<file path="config.mk">
export PLATFORM = sky130hd
export DESIGN_NAME = msw_ctrl
export DESIGN_NICKNAME = d
export VERILOG_FILES = /design/src/rtl/msw_pkg.sv /design/src/rtl/msw_next.sv /design/src/rtl/msw_store.sv /design/src/rtl/msw_guard.sv /design/src/rtl/msw_ctrl.sv
export SDC_FILE = /design/constraint.sdc
export NUM_CORES = 1
export LEC_CHECK = 0
export ABC_CLOCK_PERIOD_IN_PS = 2300
export CAP_MARGIN = 30
export CORE_MARGIN = 2
export CORE_UTILIZATION = 42
export DETAILED_ROUTE_END_ITERATION = 12
export PLACE_DENSITY = 0.83
export SLEW_MARGIN = 20
export SYNTH_ARGS = -nofsm -noshare
export SYNTH_HDL_FRONTEND = slang
export SYNTH_SLANG_ARGS = --single-unit
</file>
<file path="constraint.sdc">
create_clock -name clk -period 2.3 [get_ports clk]
set_input_delay 0.46 -clock clk [delete_from_list [all_inputs] [get_ports clk]]
set_output_delay 0.46 -clock clk [all_outputs]
set_load 0.005 [all_outputs]
</file>
<file path="src/rtl/msw_pkg.sv">
package msw_pkg;
   localparam int unsigned MSW_W = 16;
   typedef enum logic [1:0] {
      GEN_OLD = 2'd0,
      GEN_MID = 2'd1,
      GEN_NEW = 2'd2,
      GEN_ALT = 2'd3
   } gen_e;
endpackage

</file>
<file path="src/rtl/msw_next.sv">
module msw_next #(
   parameter int unsigned W        = 16,
   parameter int unsigned PE_BIT   = 0,
   parameter int unsigned KEEP_BIT = 4,
   parameter int unsigned OLD_W    = 4
) (
   input  logic [W-1:0] cur,
   input  logic [W-1:0] opnd,
   input  logic [1:0]   gen,
   output logic [W-1:0] nxt
);
   logic is_old;
   logic is_mid;
   assign is_old = (gen == msw_pkg::GEN_OLD);
   assign is_mid = (gen == msw_pkg::GEN_MID);

   for (genvar i = 0; i < W; i++) begin : g_bit
      if (i == PE_BIT) begin : g_pe
         assign nxt[i] = opnd[i] | cur[i];
      end else if (i == KEEP_BIT) begin : g_keep
         if (i >= OLD_W) begin : g_hi
            assign nxt[i] = is_mid ? cur[i] : (is_old ? 1'b0 : opnd[i]);
         end else begin : g_lo
            assign nxt[i] = is_mid ? cur[i] : opnd[i];
         end
      end else if (i >= OLD_W) begin : g_hi
         assign nxt[i] = is_old ? 1'b0 : opnd[i];
      end else begin : g_lo
         assign nxt[i] = opnd[i];
      end
   end
endmodule

</file>
<file path="src/rtl/msw_store.sv">
module msw_store #(
   parameter int unsigned W       = 16,
   parameter int unsigned MID_LO  = 8,
   parameter int unsigned OLD_LO  = 4
) (
   input  logic [W-1:0] cur,
   input  logic [1:0]   gen,
   output logic [W-1:0] sval
);
   localparam logic [W-1:0] MID_FILL = {W{1'b1}} << MID_LO;
   localparam logic [W-1:0] OLD_FILL = {W{1'b1}} << OLD_LO;

   always_comb begin
      unique case (gen)
         msw_pkg::GEN_OLD: sval = cur | OLD_FILL;
         msw_pkg::GEN_MID: sval = cur | MID_FILL;
         default:          sval = cur;
      endcase
   end
endmodule

</file>
<file path="src/rtl/msw_guard.sv">
module msw_guard #(
   parameter int unsigned PL_W = 2
) (
   input  logic            req,
   input  logic            pe_set,
   input  logic [PL_W-1:0] pl,
   input  logic            v86,
   output logic            deny,
   output logic            grant
);
   assign deny  = req & pe_set & ((|pl) | v86);
   assign grant = req & ~deny;
endmodule

</file>
<file path="src/rtl/msw_ctrl.sv">
module msw_ctrl #(
   parameter int unsigned W        = msw_pkg::MSW_W,
   parameter int unsigned PL_W     = 2,
   parameter int unsigned PE_BIT   = 0,
   parameter int unsigned KEEP_BIT = 4,
   parameter int unsigned OLD_W    = 4,
   parameter int unsigned MID_LO   = 8
) (
   input  logic            clk,
   input  logic            rst_n,
   input  logic [1:0]      gen_sel,
   input  logic            load_req,
   input  logic [W-1:0]    load_val,
   input  logic [PL_W-1:0] priv_lvl,
   input  logic            v86_mode,
   output logic [W-1:0]    store_val,
   output logic            pmode_on,
   output logic            prot_fault
);
   if (PE_BIT >= OLD_W) begin : g_bad_pe
      $error("PE_BIT must lie inside the oldest generation's field");
   end
   if (KEEP_BIT >= W || MID_LO > W || OLD_W > MID_LO) begin : g_bad_fill
      $error("bit positions out of range");
   end

   logic [W-1:0] msw_q;
   logic [W-1:0] msw_nxt;
   logic         deny;
   logic         grant;
   logic         fault_q;

   msw_guard #(.PL_W(PL_W)) guard_i (
      .req(load_req), .pe_set(msw_q[PE_BIT]), .pl(priv_lvl),
      .v86(v86_mode), .deny(deny), .grant(grant)
   );

   msw_next #(.W(W), .PE_BIT(PE_BIT), .KEEP_BIT(KEEP_BIT), .OLD_W(OLD_W)) next_i (
      .cur(msw_q), .opnd(load_val), .gen(gen_sel), .nxt(msw_nxt)
   );

   msw_store #(.W(W), .MID_LO(MID_LO), .OLD_LO(OLD_W)) store_i (
      .cur(msw_q), .gen(gen_sel), .sval(store_val)
   );

   always_ff @(posedge clk) begin
      if (!rst_n) begin
         msw_q   <= '0;
         fault_q <= 1'b0;
      end else begin
         fault_q <= deny;
         if (grant) msw_q <= msw_nxt;
      end
   end

   assign pmode_on   = msw_q[PE_BIT];
   assign prot_fault = fault_q;
endmodule

</file>
* Yosys cells after proc, flatten, opt, wreduce, memory -nomap -nowiden *
Index checks and enable logic that the tools add are counted.

word-level totals
  flip-flop bits (word level) = 17
  latch bits = 0
  RAM bits = 0
  bits in read-only memories = 0
  output and inout bits = 18
  word-level logic and storage cells = 27
  memories kept = 0

operators by class
  $add $sub $neg = 0
  multipliers = 0
  divide/modulo/power cells = 0
  magnitude comparators = 0
  equal/unequal tests = 1
  shifts and indexed selects = 0
  muxes and demuxes = 13
  bitwise operators = 7
  reduce and logical (&&, ||, !) cells = 3

operators by type and width
  operator                                       number
  one-hot mux 16 bit (2 select lines)            1
  two-way mux 1 bit                              12
  AND 1 bit                                      3
  == test 2 x 1 -> 1 bit, second input constant  1
  logical NOT 2 bit                              1
  NOT 1 bit                                      2
  bitwise OR 1 bit                               2
  AND reduction 2 bit                            1
  OR reduction 2 bit                             1

* Longest topological paths before layout *
Gate-level depths: netlist (run 1).

  word-level depth = 6
  mapped depth = 5
  mapped depth without buffers = 3

* Modules after synthesis *
From an unflattened synthesis (run 1), not the netlist that was laid out.

unflattened totals
  cell total of the unflattened synthesis = 94
  area total of the unflattened synthesis = 942.2 sq um

modules (own cells, without submodules)
  module     instances  cells each  area each (sq um)  sequential area each (sq um)
  msw_ctrl   1          53          641.9              340.3
  msw_next   1          20          152.6              0.0
  msw_store  1          17          121.4              0.0
  msw_guard  1          4           26.3               0.0

* Worst setup path before layout (run 1) *
Ideal clock, no wire load.

  path kind = input-to-output
  start point = in gen_sel[1]
  end point = out store_val[4]
  arrival time = 1126 ps
  slack = 714 ps
  cell stages on the path = 4
  cells stage by stage = or2_2 > clkbuf_1 > buf_2 > nand2b_1

on the way
  cells in the longest elaborated chain, start to end = 2

RTL lines
  element                                                             line             source
  start, declared                                                     msw_ctrl.sv:11   input logic [1:0] gen_sel,
  == test 2 x 1 -> 1 bit / logical NOT 2 bit (equally long branches)  msw_store.sv:14  unique case (gen)
  one-hot mux 16 bit (2 select lines) (*)                             msw_store.sv:14
  end, declared                                                       msw_ctrl.sv:16   output logic [W-1:0] store_val,

Every way passes the cells marked *; elsewhere a longest branch is shown, timed or not.

* Worst setup path after layout (run 1) *
Same ends and word-level chain as after synthesis.

==> results of run 1 <==
## metrics by stage
stage	hold WS (ps)	area, um^2	cells	power [W]	TNS [ps]
4_1_cts	477	1280	159	0.000648	0
2_1_floorplan	443	858	96	0.000396	0
3_3_place_gp	451	1250	155	0.000484	0
6_report	476	1280	159	0.000641	0
5_1_grt	499	1280	159	0.000677	0
3_5_place_dp	462	1250	155	0.000487	-40.1
## synth_stat cells (2+ instances only)
master     n  share of area (%)
dfxtp_1   17                 40
o21ai_0   14                8.2
nand2b_1  12                8.7
nand4_1   11                8.0
a21boi_1  10                8.7
a21boi_0   4                3.5
buf_2      4                2.3
buf_4      4                3.5
nand3_1    4                2.3
clkbuf_1   3                1.3
buf_6      2                2.6
nor2b_1    2                1.5
## routing by layer
metal / up-vias / global-route usage [%] / part of all wire [%]
met1: 415 / 20.0 / 39
met2: 36 / 36.3 / 52
li1: 412 / - / -
met5: - / 0 / 0
met4: 0 / 8.57 / 0.69
met3: 2 / 5.83 / 7.9
## worst paths after layout
path | end
hold / removal | msw_q[11]$_SDFFE_PN0P_
setup reg to reg | msw_q[1]$_SDFFE_PN0P_
setup / recovery | store_val[4]
hold reg to reg | msw_q[11]$_SDFFE_PN0P_
## layout make-up
cell class / count / area [um^2] / share of cell area (%)
clock inverters: 1 / 5.00 / 0.391
flip-flops and latches: 17 / 340 / 26.6
well taps: 27 / 33.8 / 2.64
multi-input cells: 65 / 433 / 33.9
repair buffers: 45 / 440 / 34.4
inverters: 1 / 3.75 / 0.294
clock buffers: 3 / 22.5 / 1.76
## state kept, by name, indices dropped and copies added, names as in the netlist
name,count
prot_fault,1
msw_q,16
## layout by cell type, fill, tap and decap left out
cell             count
o21ai_0             14
a21boi_0             4
nand4_1             11
inv_1                1
nand2_1              1
clkinv_2             1
nand2b_1            12
o31ai_4              1
o31a_1               1
and3_2               1
clkdlybuf4s50_1     41
nor2b_1              2
o32ai_2              1
nand3_1              4
buf_4                4
or2_4                1
dfxtp_1             17
clkbuf_4             3
a21boi_1            10
nor3_2               1
a21oi_1              1
## worst max-delay path, stage by stage
cell and delay, ps:
clkdlybuf4s50_1 440, or2_4 300, nand2b_1 90, clkdlybuf4s50_1 520
## kinds of logic (layout without fill, tap and decap cells)
kind of cell           after synthesis  in the layout  share of synthesized area, %
flip-flops                          17             17                          39.7
AO/OA/AOI/OAI                       32             32                          26.4
buffers and inverters               14             50                          10.2
AND/OR/NAND/NOR                     33             33                          23.8
## power breakdown
part           internal, W  switching [W]
registers         0.000310     0.00000747
logic             0.000101      0.0000630
clock network    0.0000645      0.0000944
total             0.000476       0.000165
==> impl_metrics.ini, run 1 <==
[yosys]
synth_cell_types = 21
syn_area_um2 = 858
synth_edf_count = 0
async_flop_share_pct = 0
yosysSeqAreaShare_pct = 39.7
yosys_most_used_dff = dfxtp_1
synthCells = 96
synth.avg_cell_area_um2 = 8.94
synth-warning-count = 0
synth-seq-cells = 17
synth_fp_nets = 120

[placement]
io_buffers = 41
hpwl_mm = 1.53
gp_congestion = 0.728
dpl_worst_slack_ps = -24.2

[worst_setup_path]
required_ps = 1840
critical_path.startpoint = gen_sel[1]
cp.arrival_ps = 1810
crit_path_max_fanout = 8
r2r_slack_ps = 880
r2r-start = msw_q[0]$_SDFFE_PN0P_
crit_path_end_kind = output pin
worst-setup-path-type = input pin to output pin
startpoint_type = input pin
reg2reg_depth = 3

[detailed_routing]
viasPerCell = 5.44
drcViolationCount = 0
ant_nets = 0
wl_mm = 2.16
wl_per_cell_um = 13.6
vias = 865
first_pass_iters = 4
drt_iter0_markers = 10

[floorplanning]
die_x_um = 49.2
start_util_pct = 44.2
io_pins = 42
core-area_mm2 = 0.00194
num_rows = 16
die_area_mm2 = 0.00242
die_height_um = 49.2

[outcome]
outcome = finished, final reports clean

[clocking]
clk_pin_slew_ps = 100
cts_hold_buf = 0
clkSinkCount = 17
ctsLongestPathBuffers = 2
insertion_delay_ps = 280
clk_root_buffer_cell = clkbuf_4
htreeDepth = 1
cts_setup_buffers = 0
cts_tree = done
cts_buffers = 3
ctsResizeCount = 1

[grt]
grt_pass1_vias = 909
grt_pass1_wl_mm = 3.71
grt_max_degree = 19
gr-total-overflow = 0
antenna_found_initial = 0
grt_usage_pct = 19.6

[job]
maxCapViolations = 0

[sta]
post-route-period-util_pct = 98.8
maxSlewViolCount = 0
slew_headroom_pct = 59.5
max_freq_mhz = 440
worst_slack_ps = 28.3
period_needed_ps = 2270
fin_skew_ps = 3.12
grt_setup_unrepaired = false
hold_viol = 0
tightestPinTransition_ps = 607
setup_viol = 0

[finish]
nets = 157
antennaDiodeCount = 0
final_core_util_pct = 65.9
area_growth_pct = 49.0
drive_above_1_share_pct = 9.85
num-fill-cells = 181

[hold_path]
min_path_cells = 2
hold_class = register to register
hp-start = msw_q[11]$_SDFFE_PN0P_

[power]
p_per_area_mw_per_mm2 = 501
power.static_leakage_nw = 0.470
ir_worst_vdd_uv = 258
No activity file was read; power rests on OpenSTA's default activity.
==> run 2, diff against run 1 <==
GPL_ROUTABILITY_DRIVEN = 0   (was unset)
==> results of run 2 <==
Same layout as run 1: the final DEF is identical, and so are final timing and power.
